File: src/rtl/strop_pkg.sv
package strop_pkg;

    typedef enum logic [1:0] {
        OP_COPY = 2'd0,
        OP_FILL = 2'd1,
        OP_CMP  = 2'd2,
        OP_NONE = 2'd3
    } strop_op_e;

    typedef enum logic [2:0] {
        ST_IDLE,
        ST_RDA,
        ST_RDB,
        ST_WR,
        ST_FIN
    } strop_st_e;

    // flag vector layout {N,Z,V,C}
    localparam logic [3:0] FLAGS_EQUAL = 4'b0100;

endpackage

File: src/rtl/strop_flags.sv
module strop_flags #(
    parameter int W = 32
) (
    input  logic [W-1:0] minuend,
    input  logic [W-1:0] subtrahend,
    output logic [3:0]   nzvc
);
    logic [W-1:0] diff;
    logic         ovf;

    always_comb begin
        diff = minuend - subtrahend;
        if (subtrahend[W-1])
            ovf = $signed(diff) < $signed(minuend);
        else
            ovf = $signed(diff) > $signed(minuend);
        nzvc = {diff[W-1], minuend == subtrahend, ovf, minuend < subtrahend};
    end
endmodule

File: src/rtl/strop_step.sv
module strop_step #(
    parameter int CNT_W  = 32,
    parameter int ADDR_W = 32,
    parameter int BYTE_W = 8
) (
    input  logic              rotate,
    input  logic [CNT_W-1:0]  cnt,
    input  logic [ADDR_W-1:0] pa,
    input  logic [ADDR_W-1:0] pb,
    output logic [CNT_W-1:0]  cnt_nx,
    output logic [ADDR_W-1:0] pa_nx,
    output logic [ADDR_W-1:0] pb_nx,
    output logic              last
);
    logic [ADDR_W-1:0] pb_rot;

    generate
        if (ADDR_W > BYTE_W) begin : g_rot
            assign pb_rot = {pb[BYTE_W-1:0], pb[ADDR_W-1:BYTE_W]};
        end else begin : g_norot
            assign pb_rot = pb;
        end
    endgenerate

    always_comb begin
        cnt_nx = cnt - 1'b1;
        pa_nx  = pa + 1'b1;
        pb_nx  = rotate ? pb_rot : pb + 1'b1;
        last   = (cnt_nx == '0);
    end
endmodule

File: src/rtl/strop_engine.sv
module strop_engine
    import strop_pkg::*;
#(
    parameter int CNT_W  = 32,
    parameter int ADDR_W = 32,
    parameter int BYTE_W = 8
) (
    input  logic              clk,
    input  logic              rst_n,
    input  logic              start,
    input  logic [1:0]        op,
    input  logic [CNT_W-1:0]  cnt_in,
    input  logic [ADDR_W-1:0] ptr_a_in,
    input  logic [ADDR_W-1:0] ptr_b_in,
    input  logic              abort,
    output logic              busy,
    output logic              done,
    output logic [CNT_W-1:0]  cnt_out,
    output logic [ADDR_W-1:0] ptr_a_out,
    output logic [ADDR_W-1:0] ptr_b_out,
    output logic [3:0]        flags_out,
    output logic              mem_req,
    output logic              mem_we,
    output logic [ADDR_W-1:0] mem_addr,
    output logic [BYTE_W-1:0] mem_wdata,
    input  logic [BYTE_W-1:0] mem_rdata,
    input  logic              mem_ack
);
    localparam int PAD_W = ADDR_W - BYTE_W;

    typedef struct packed {
        strop_st_e         st;
        strop_op_e         op;
        logic [CNT_W-1:0]  cnt;
        logic [ADDR_W-1:0] pa;
        logic [ADDR_W-1:0] pb;
        logic [BYTE_W-1:0] data;
        logic [3:0]        flags;
        logic              abort_p;
    } regs_t;

    regs_t q, d;

    logic [CNT_W-1:0]  cnt_nx;
    logic [ADDR_W-1:0] pa_nx, pb_nx;
    logic              last;
    logic [3:0]        cmp_nzvc;
    logic              in_xfer;

    strop_step #(.CNT_W(CNT_W), .ADDR_W(ADDR_W), .BYTE_W(BYTE_W)) u_step (
        .rotate (q.op == OP_FILL),
        .cnt    (q.cnt),
        .pa     (q.pa),
        .pb     (q.pb),
        .cnt_nx (cnt_nx),
        .pa_nx  (pa_nx),
        .pb_nx  (pb_nx),
        .last   (last)
    );

    strop_flags #(.W(ADDR_W)) u_flags (
        .minuend    ({{PAD_W{1'b0}}, q.data}),
        .subtrahend ({{PAD_W{1'b0}}, mem_rdata}),
        .nzvc       (cmp_nzvc)
    );

    assign in_xfer = (q.st == ST_RDA) || (q.st == ST_RDB) || (q.st == ST_WR);

    always_comb begin
        d = q;
        if (in_xfer && abort)
            d.abort_p = 1'b1;
        case (q.st)
            ST_IDLE: begin
                if (start) begin
                    d.op      = strop_op_e'(op);
                    d.cnt     = cnt_in;
                    d.pa      = ptr_a_in;
                    d.pb      = ptr_b_in;
                    d.abort_p = 1'b0;
                    if (strop_op_e'(op) == OP_CMP)
                        d.flags = FLAGS_EQUAL;
                    if (cnt_in == '0 || strop_op_e'(op) == OP_NONE)
                        d.st = ST_FIN;
                    else if (strop_op_e'(op) == OP_FILL)
                        d.st = ST_WR;
                    else
                        d.st = ST_RDA;
                end
            end
            ST_RDA: begin
                if (mem_ack) begin
                    d.data = mem_rdata;
                    d.st   = (q.op == OP_CMP) ? ST_RDB : ST_WR;
                end
            end
            ST_RDB, ST_WR: begin
                if (mem_ack) begin
                    if (q.st == ST_RDB && mem_rdata != q.data) begin
                        d.flags = cmp_nzvc;
                        d.st    = ST_FIN;
                    end else begin
                        d.cnt = cnt_nx;
                        d.pa  = pa_nx;
                        d.pb  = pb_nx;
                        if (last || q.abort_p || abort)
                            d.st = ST_FIN;
                        else
                            d.st = (q.op == OP_FILL) ? ST_WR : ST_RDA;
                    end
                end
            end
            ST_FIN:  d.st = ST_IDLE;
            default: d.st = ST_IDLE;
        endcase
    end

    always_ff @(posedge clk) begin
        if (!rst_n) begin
            q.st      <= ST_IDLE;
            q.op      <= OP_NONE;
            q.cnt     <= '0;
            q.pa      <= '0;
            q.pb      <= '0;
            q.data    <= '0;
            q.flags   <= '0;
            q.abort_p <= 1'b0;
        end else begin
            q <= d;
        end
    end

    assign busy      = (q.st != ST_IDLE);
    assign done      = (q.st == ST_FIN);
    assign cnt_out   = q.cnt;
    assign ptr_a_out = q.pa;
    assign ptr_b_out = q.pb;
    assign flags_out = q.flags;
    assign mem_req   = in_xfer;
    assign mem_we    = (q.st == ST_WR);
    assign mem_addr  = (q.st == ST_RDB || (q.st == ST_WR && q.op == OP_COPY)) ? q.pb : q.pa;
    assign mem_wdata = (q.op == OP_FILL) ? q.pb[BYTE_W-1:0] : q.data;


    req_hold_chk: assert property (@(posedge clk) disable iff (!rst_n)
        mem_req && !mem_ack |=> mem_req && $stable(mem_addr) && $stable(mem_we) && $stable(mem_wdata));


    done_pulse_chk: assert property (@(posedge clk) disable iff (!rst_n)
        done |=> !done);


    zero_cnt_chk: assert property (@(posedge clk) disable iff (!rst_n)
        (q.st == ST_IDLE && start && cnt_in == '0) |=> (done && !mem_req));


    cmp_no_write_chk: assert property (@(posedge clk) disable iff (!rst_n)
        (mem_req && q.op == OP_CMP) |-> !mem_we);


    cnt_step_chk: assert property (@(posedge clk) disable iff (!rst_n)
        busy |=> (cnt_out == $past(cnt_out) || cnt_out == $past(cnt_out) - 1'b1));

endmodule

File: config.mk
export PLATFORM = sky130hd
export DESIGN_NAME = strop_engine
export DESIGN_NICKNAME = d
export VERILOG_FILES = /design/src/rtl/strop_pkg.sv /design/src/rtl/strop_flags.sv /design/src/rtl/strop_step.sv /design/src/rtl/strop_engine.sv
export SDC_FILE = /design/constraint.sdc
export NUM_CORES = 1
export LEC_CHECK = 0
export BUFFER_PORTS_ARGS = -buffer_cell sky130_fd_sc_hd__buf_2
export CAP_MARGIN = 20
export CORE_ASPECT_RATIO = 0.75
export CORE_MARGIN = 8
export CORE_UTILIZATION = 53
export CTS_BUF_LIST = sky130_fd_sc_hd__clkbuf_2 sky130_fd_sc_hd__clkbuf_4 sky130_fd_sc_hd__clkbuf_8
export DETAILED_ROUTE_END_ITERATION = 8
export GPL_TIMING_DRIVEN = 1
export PLACE_DENSITY = 0.81
export SLEW_MARGIN = 40
export SYNTH_ARGS = -nofsm -noshare
export SYNTH_HDL_FRONTEND = slang
export SYNTH_SLANG_ARGS = --single-unit
File: constraint.sdc
create_clock -name clk -period 5.95 [get_ports clk]
set_input_delay 0.8925 -clock clk [delete_from_list [all_inputs] [get_ports clk]]
set_output_delay 0.8925 -clock clk [all_outputs]
set_load 0.02 [all_outputs]
==> impl_results.md, run 1 <==
* Status: completed
* Mapped cell area at 9041 um2
* Fmax at 0.3029 GHz
* RSZ-0062 raised after global routing: false
* Root Driver: clkbuf_8
* WL final at 33170 um
* Wire per inst at 20.92 um
* Largest family of logic cells by synthesized area: compound AO/OA/AOI/OAI gates
* Setup TNS Final at 0 ns
* Seq/Total Area, Yosys at 0.2524
* Final Critical Period at 3.302 ns
* CTS tree: done
* Initial Util at 0.5390
* Worst hold path type: register to register
* FFs w/ async S/R, synth at 0
* Synth Area per Inst at 7.136 um2
* Post-Synth Adder-Cell Area at 0.02989
* Relative slew slack at 0.4645
* Cells after Synth at 1267
* Commonest non-fill, non-tap cell in the layout: buf_2
* Num rows at 41
* Antenna violations before repair at 3
* First-pass GRT wire length at 50750 um
* CTS clk-pin slew, worst paths at 0.07 ns
* CP Max Fanout at 8
* Syn. warnings at 0
* Post-Synth XOR/XNOR Area at 0.03875
* Worst Skew at 0.01222 ns
* Top FF cell, synth: dfxtp_1
* Simple-gate share of the synthesized area at 0.2495
* Setup violations, final at 0
* Final Hold Fails at 0
* Slew at the pin closest to its max-slew limit at 0.8032 ns
* Most frequent cells in the layout: 253 x buf_2, 130 x nor2_1, 125 x nand2_1, 117 x o21ai_0, 114 x dfxtp_1
* Register bit count reported by yosys at 114
* Final #Nets at 1488
* I/O pin count at 255
* DR vias/cell at 6.379
* Port Buffers at 254
* Clock tree buffer depth at 2
* Chip width at 166.8 um
* Vias in the first global route at 9197
* DRT iter0 DRCs at 1361
* Distinct cells, synth at 69
* H-tree Lvls at 4
* Layout cells sized above 1 at 0.2579
* Synth-to-Final Area Change at 11.39%
* GPL Wtd Cong at 0.9782
* Setup crit start kind: register
* Cell Pwr Density at 252.0 nW/um2
* Post-CTS Hold Fix Bufs at 0
* Core area at 16770 um2
* Fraction of synthesized area in multiplexers at 0.04082
* Highest ir drop seen on vdd at 0.0001363 V
* Clock latency on the worst-skew pair at 0.45 ns
* Maxcap violations at 0
* Grt total ovfl at 0
* Drt first pass iters at 8
* Clock sink total at 114
* Layout fillers at 1575
* Power, Total at 2.538 mW
* Kind of critical path: register to register
* Period utilisation layout at 0.5549
* Dpl hpwl at 23630 um
* Core Util, Final at 0.6004
* DRC violations left at 0
* Worst EP arrival at 3.68 ns
* Syn Nets at 1399
* Largest net degree at the start of global routing at 110
* Compound-gate portion of the synthesized area at 0.2521
* Final Max Tran Viols at 0
* CP endpoint kind: register
* DRT antenna net count at 0
* TritonCTS buffer count at 17
* Die Height at 129.1 um
* Die area at 21540 um2
* # Post-CTS Setup Buffers at 0
* Static leakage at 4.378 nW
* Via count at 10110
* GRT Total Usage at 0.2919
* Post-synth EDFFs at 0
* WP data required at 6.33 ns
* Resized Gates After CTS at 0
## path summary, 6_finish.rpt
path / startpoint / end / slack (ns) / cells past startpoint
min: flags_out[0] / flags_out[0] / 0.49 / 1
min reg2reg: flags_out[0] / flags_out[0] / 0.49 / 1
max reg2reg: cnt_out[0] / q[113] / 2.65 / 9
max: cnt_out[0] / q[113] / 2.65 / 9
## synthesized netlist by cell type, types with 7 or more instances
cell | n | area share
buf_1 | 13 | 0.0054
buf_4 | 100 | 0.083
nor3_1 | 47 | 0.026
nand2_1 | 125 | 0.052
xor2_1 | 19 | 0.018
xnor2_1 | 21 | 0.020
inv_1 | 31 | 0.013
a221oi_1 | 13 | 0.013
o21ai_0 | 117 | 0.065
clkbuf_1 | 82 | 0.034
nor2_1 | 130 | 0.054
a211oi_1 | 19 | 0.016
a22oi_1 | 15 | 0.012
nand4_1 | 17 | 0.012
a31oi_1 | 18 | 0.012
nand3_1 | 49 | 0.027
dfxtp_1 | 114 | 0.25
mux2_2 | 31 | 0.039
a32o_1 | 8 | 0.0089
and3_1 | 14 | 0.0097
nor2b_1 | 11 | 0.0076
a21o_1 | 7 | 0.0058
or3_1 | 7 | 0.0048
a311oi_1 | 16 | 0.015
ha_1 | 20 | 0.028
a21oi_1 | 96 | 0.053
nor4_1 | 28 | 0.019
## metal layers
layer / share of wire / routed length, um / vias to the layer above / global-route usage
li1: - / - / 4666 / -
met1: 0.42 / 13770 / 4632 / 0.3961
met2: 0.42 / 13890 / 723 / 0.4207
met3: 0.14 / 4658 / 85 / 0.1003
met4: 0.025 / 819 / 4 / 0.1083
met5: 0.00069 / 23 / - / 0
## kinds of logic after synthesis
| logic type | after synthesis |
|---|---|
| compound gates | 362 |
| mux | 33 |
| xor+xnor | 40 |
| flops | 114 |
| fa+ha+maj | 21 |
| simple gates | 469 |
| buf+inv | 228 |
## worst max-delay path, stage by stage, from the launching register on
cell and delay [ns]:
dfxtp_1 0.36, inv_1 0.11, ha_1 0.32, or3b_2 0.57, nor4_4 0.52, nand3_1 0.26, nor3b_2 0.36, xnor2_1 0.19
and4b_1 0.35, o221a_1 0.21
## report_power, final
| group | switching, mW | internal [mW] | total, mW | leakage (nW) |
|---|---|---|---|---|
| combinational | 0.488 | 0.281 | 0.769 | 3.23 |
| clock | 0.351 | 0.478 | 0.829 | 0.220 |
| sequential | 0.121 | 0.819 | 0.940 | 0.933 |
| total | 0.960 | 1.58 | 2.54 | 4.38 |
## through the flow
stage | cell area [um2] | setup slack [ns] | hold slack, ns | cells
3_5_place_dp | 9622 | 2.426 | 0.4800 | 1552
3_3_place_gp | 9614 | 2.231 | 0.4737 | 1552
6_report | 10070 | 2.648 | 0.4946 | 1585
5_1_grt | 10070 | 2.527 | 0.5264 | 1585
4_1_cts | 10050 | 2.687 | 0.4973 | 1584
2_1_floorplan | 9041 | 2.776 | 0.4651 | 1267
## final cells by class
cell class	count	area [um2]	share of cell area
timing repair buffer	267	1384	0.1374
sequential	114	2282	0.2266
clock inverter	11	160.2	0.01590
clock buffer	21	270.3	0.02684
inverter	31	116.4	0.01155
antenna	1	2.502	0.0002485
tap	215	269.0	0.02671
multi-input combinational	925	5587	0.5547
## registers in the layout, summed over array words and instances (netlist names)
register   cells
cnt_out       32
q             14
ptr_a_out     32
ptr_b_out     32
flags_out      4
(Power assumes the default switching activity.)
==> run 2: changes to the inputs <==
- clock period: 5.95 -> 3.28 ns (I/O delays scaled with it)
==> impl_results.md, run 2 (same netlist as run 1, synthesis figures left out) <==
* Final #Nets at 1503 (+1.0%)
* Layout fillers at 1560 (-0.95%)
* Chip width at 166.8 um (unchanged)
* Final Critical Period at 2.957 ns (-0.3448 ns)
* CTS clk-pin slew, worst paths at 0.08 ns (about the same)
* Clock tree buffer depth at 2 (unchanged)
* GPL Wtd Cong at 0.9436 (-3.5%)
* Antenna violations before repair at 2 (-1)
* GRT Total Usage at 0.2936 (+0.001770)
* RSZ-0062 raised after global routing: false
* WL final at 33190 um (about the same)
* Clock latency on the worst-skew pair at 0.45 ns (about the same)
* Setup crit start kind: register
* I/O pin count at 255 (unchanged)
* CP Max Fanout at 8 (unchanged)
* First-pass GRT wire length at 51280 um (+1.0%)
* Maxcap violations at 0 (unchanged)
* Vias in the first global route at 9221 (+0.26%)
* WP data required at 3.60 ns (-2.73 ns)
* H-tree Lvls at 4 (unchanged)
* Commonest non-fill, non-tap cell in the layout: buf_2
* Layout cells sized above 1 at 0.2645 (+0.006598)
* Most frequent cells in the layout: 254 x buf_2, 130 x nor2_1, 125 x nand2_1, 117 x o21ai_0, 114 x dfxtp_1
* Clk pwr share at 0.336 (+0.010)
* DP Worst Slack at 0.1573 ns (-2.269 ns)
* Die area at 21540 um2 (unchanged)
* Final Max Tran Viols at 0 (unchanged)
* Largest net degree at the start of global routing at 77 (-30%)
* Worst Skew at 0.01037 ns (-0.001841 ns)
* Fmax at 0.3382 GHz (+12%)
* Worst EP arrival at 3.27 ns (-0.41 ns)
* Final Hold Fails at 0 (unchanged)
* Highest ir drop seen on vdd at 0.0002996 V (+120%)
* # Post-CTS Setup Buffers at 0 (unchanged)
* Synth-to-Final Area Change at 13.16%
* Static leakage at 4.470 nW (+2.1%)
* Period utilisation layout at 0.9014 (+0.3466)
* Kind of critical path: register to register
* CTS tree: done
* Core area at 16770 um2 (unchanged)
* Die Height at 129.1 um (unchanged)
* Worst hold path type: input pin to register
* Reg power frac at 0.359 (-0.011)
* Sw Pwr at 1.731 mW (+80%)
* Cell Pwr Density at 460.5 nW/um2 (+83%)
* Post-CTS Hold Fix Bufs at 0 (unchanged)
* Sw Ratio at 0.3674 (-0.01094)
* DRT iter0 DRCs at 1353 (-0.59%)
* Slew at the pin closest to its max-slew limit at 0.8243 ns (+0.02108 ns)
* DRT antenna net count at 0 (unchanged)
* Relative slew slack at 0.4505 (-0.01406)
* TritonCTS buffer count at 17 (unchanged)
* Resized Gates After CTS at 0 (unchanged)
* Grt total ovfl at 0 (unchanged)
* Via count at 10201 (+0.90%)
* Wire per inst at 20.73 um (-0.92%)
* Root Driver: clkbuf_8
* Port Buffers at 254 (unchanged)
* Internal at 2.980 mW (+89%)
* Setup TNS Final at 0 ns (unchanged)
* Setup ws final at 0.3232 ns (-2.325 ns)
* CP endpoint kind: register
* Dpl hpwl at 24210 um (+2.5%)
* DRC violations left at 0 (unchanged)
* Power share of the combinational group at 0.305 (+0.002)
* Num rows at 41 (unchanged)
* Drt first pass iters at 5 (-3)
* Setup violations, final at 0 (unchanged)
* DR vias/cell at 6.372 (-0.11%)
* Clock sink total at 114 (unchanged)
* Initial Util at 0.5390 (unchanged)
* Status: completed
## run 2: cell count changes in the layout (fill, tap and decap cells not counted), moves of 2 or more
cell / delta
buf_12: +2
buf_4: +11
clkbuf_4: -2
clkbuf_8: +5
clkinv_2: -3
nor4_1: +2
nor4_2: -2
## run 2: area by class of cell
| cell class | count | area (um2) | share of cell area |
|---|---|---|---|
| clock inverters | 8 | 146.4 | 0.01431 |
| well taps | 215 | 269.0 | 0.02629 |
| clock buffers | 24 | 324.1 | 0.03167 |
| multi-input cells | 925 | 5565 | 0.5440 |
| repair buffers | 282 | 1523 | 0.1488 |
| diodes | 2 | 5.005 | 0.0004892 |
| inverters | 31 | 116.4 | 0.01137 |
| flip-flops and latches | 114 | 2282 | 0.2231 |
## run 2: routing by layer
metal,global-route usage,part of all wire
met5,0,0.00075
met4,0.09931,0.029
met3,0.09663,0.14
met2,0.4193,0.41
met1,0.4074,0.42
## run 2: path summary, 6_finish.rpt
path | startpoint | endpoint | slack [ns] | cells after the start
min reg2reg | flags_out[0] | flags_out[0] | 0.50 | 1
min | ptr_a_in[11] | ptr_a_out[11] | 0.29 | 3
max | cnt_out[0] | q[111] | 0.32 | 9
max reg2reg | cnt_out[0] | q[111] | 0.32 | 9
## run 2: per-stage QoR
step                        util  total power, mW  instances  hold WS [ns]  instance area [um2]
after floorplan                -            2.732       1267        0.4651                 9041
after global placement    0.5813            3.098       1567        0.4758                 9752
after detailed placement  0.5816            3.124       1567        0.4845                 9756
after CTS                 0.6096            4.693       1599        0.2593                10230
after global routing      0.6096            4.931       1599        0.2811                10230
final                     0.6099            4.711       1601        0.2881                10230
## run 2: worst max-delay path: stages (launching register included)
cell and delay, ns:
dfxtp_1 0.35, inv_1 0.11, ha_1 0.29, or3b_2 0.55, nor4_4 0.33, buf_4 0.19
and4_1 0.35, xnor2_1 0.15, and4b_1 0.34, o21ai_0 0.16
## run 2: power groups by stage
stage / logic (mW) / registers, mW / clock network, mW
after floorplan: 1.12 / 1.62 / 0
after global placement: 1.39 / 1.71 / 0
after detailed placement: 1.41 / 1.71 / 0
after CTS: 1.42 / 1.68 / 1.60
after global routing: 1.56 / 1.70 / 1.67
final: 1.44 / 1.69 / 1.58
==> run 3: changes to the inputs <==
- CORE_UTILIZATION: 53 -> 55
- PLACE_DENSITY: 0.81 -> 0.84
- SETUP_SLACK_MARGIN: default -> 0.02
==> impl_results.md, run 3 (same netlist as run 1, synthesis figures left out) <==
* Setup violations, final at 0 (unchanged)
* Antenna violations before repair at 3 (+1)
* Synth-to-Final Area Change at 12.30%
* Layout fillers at 1505 (-3.5%)
* Layout cells sized above 1 at 0.2634 (-0.001064)
* Via count at 10186 (-0.15%)
* Final Hold Fails at 0 (unchanged)
* First-pass GRT wire length at 51710 um (+0.83%)
* Setup TNS Final at 0 ns (unchanged)
* Final #Nets at 1502 (-0.067%)
* Port Buffers at 254 (unchanged)
* TritonCTS buffer count at 17 (unchanged)
* WL final at 33350 um (+0.48%)
* Clock tree buffer depth at 2 (unchanged)
* Most frequent cells in the layout: 254 x buf_2, 130 x nor2_1, 125 x nand2_1, 117 x o21ai_0, 114 x dfxtp_1
* Commonest non-fill, non-tap cell in the layout: buf_2
* Multi-input gate area at 5565 um2 (unchanged)
* Relative slew slack at 0.4759 (+0.02542)
* Num rows at 40 (-2.4%)
* Slew at the pin closest to its max-slew limit at 0.7790 ns (-0.04532 ns)
* DR vias/cell at 6.394 (+0.35%)
* Worst EP arrival at 3.44 ns (+0.17 ns)
* Worst Skew at 0.01051 ns (+0.0001372 ns)
* CTS tree: done
* Fin cells at 1593 (-0.50%)
* Initial Util at 0.5628 (+0.02380)
* Vias in the first global route at 9428 (+2.2%)
* Maxcap violations at 0 (unchanged)
* DP Worst Slack at 0.1905 ns (+0.03323 ns)
* Final Critical Period at 3.039 ns (+0.08241 ns)
* Final Max Tran Viols at 0 (unchanged)
* Chip width at 164.0 um (-1.7%)
* Status: completed
* Fmax at 0.3290 GHz (-2.7%)
* Clock sink total at 114 (unchanged)
* Clock latency on the worst-skew pair at 0.46 ns (about the same)
* GRT Total Usage at 0.3088 (+0.01519)
* Die area at 20840 um2 (-3.2%)
* GPL Wtd Cong at 0.9631 (+2.1%)
* Highest ir drop seen on vdd at 0.0002469 V (-18%)
* Wire per inst at 20.94 um (+0.99%)
* CP endpoint kind: register
* Cells after DPL at 1561 (-0.38%)
* Die Height at 127.0 um (-1.6%)
* Static leakage at 4.431 nW (-0.88%)
* Largest net degree at the start of global routing at 84 (+9.1%)
* I/O pin count at 255 (unchanged)
* CP Max Fanout at 8 (unchanged)
* DRT antenna net count at 0 (unchanged)
* WP data required at 3.68 ns (+0.08 ns)
* Setup crit start kind: register
* Grt total ovfl at 0 (unchanged)
* Cell Pwr Density at 447.5 nW/um2 (-2.8%)
* H-tree Lvls at 4 (unchanged)
* Kind of critical path: register to register
* Reg-to-reg setup timing slack at 0.24 ns (-0.08 ns)
* DRT iter0 DRCs at 1626 (+20%)
* CTS clk-pin slew, worst paths at 0.08 ns (about the same)
* Worst hold path type: input pin to register
* Storage cell area at 2282 um2 (unchanged)
* Core area at 16070 um2 (-4.2%)
* Drt first pass iters at 8 (+3)
* Root Driver: clkbuf_8
* Period utilisation layout at 0.9266 (+0.02512)
* Dpl hpwl at 24030 um (-0.74%)
* DRC violations left at 0 (unchanged)
* RSZ-0062 raised after global routing: false
* Setup ws final at 0.2408 ns (-0.08241 ns)
* Core Util, Final at 0.6320 (+0.02210)
[run 3: cell types whose count changed in the layout (fill, tap and decap cells not counted), sizes merged]
| cell | delta |
|---|---|
| buf | -1 |
| bufinv | -1 |
| clkbuf | -4 |
| clkinv | +2 |
| clkinvlp | +2 |
| diode | -1 |
[run 3: repair_timing]
action                                  in CTS  in global routing
resized for setup                            0                  0
hold buffers                                 0                  0
endpoints found under the setup margin       0                  2
buffers inserted                             0                  0
[run 3: per-stage QoR]
step / area, um2 / power [mW] / hold slack [ns]
final: 10150 / 4.544 / 0.2658
after global routing: 10150 / 4.740 / 0.2526
after CTS: 10150 / 4.512 / 0.2607
after detailed placement: 9751 / 3.126 / 0.4890
after global placement: 9751 / 3.094 / 0.4790
after floorplan: 9041 / 2.732 / 0.4651
[run 3: final timing paths]
path | start | endpoint | cells past startpoint
worst max register to register | cnt_out[0] | q[113] | 9
worst min-delay path | ptr_a_in[12] | ptr_a_out[12] | 3
worst min register to register | flags_out[0] | flags_out[0] | 1
worst max-delay path | cnt_out[0] | q[113] | 9
[run 3: where the power goes]
group,switching (mW),internal (mW),leakage [nW]
sequential,0.194,1.49,0.933
clock,0.637,0.775,0.201
combinational,0.917,0.534,3.30
[run 3: cell type report]
cell class | instances | area share
Antenna cell | 1 | 0.0002465
Clock buffer | 20 | 0.02588
Clock inverter | 11 | 0.01356
Inverter | 31 | 0.01146
Multi-Input combinational cell | 925 | 0.5481
Sequential cell | 114 | 0.2248
Tap cell | 210 | 0.02588
Timing Repair Buffer | 281 | 0.1501
[run 3: layer usage]
| layer | up-vias | track usage | wire [um] |
|---|---|---|---|
| li1 | 4695 | - | - |
| met1 | 4667 | 0.4340 | 13770 |
| met2 | 743 | 0.4508 | 13970 |
| met3 | 77 | 0.08825 | 4887 |
| met4 | 4 | 0.08480 | 703 |
| met5 | - | 0 | 23 |
[run 3: worst max-delay path, stage by stage, from the launching register on]
cell     delay, ns
dfxtp_1       0.35
inv_1         0.11
ha_1          0.30
or3b_2        0.57
nor4_4        0.41
nand3_1       0.22
nor3b_2       0.32
xnor2_1       0.16
and4b_1       0.32
o221a_1       0.21
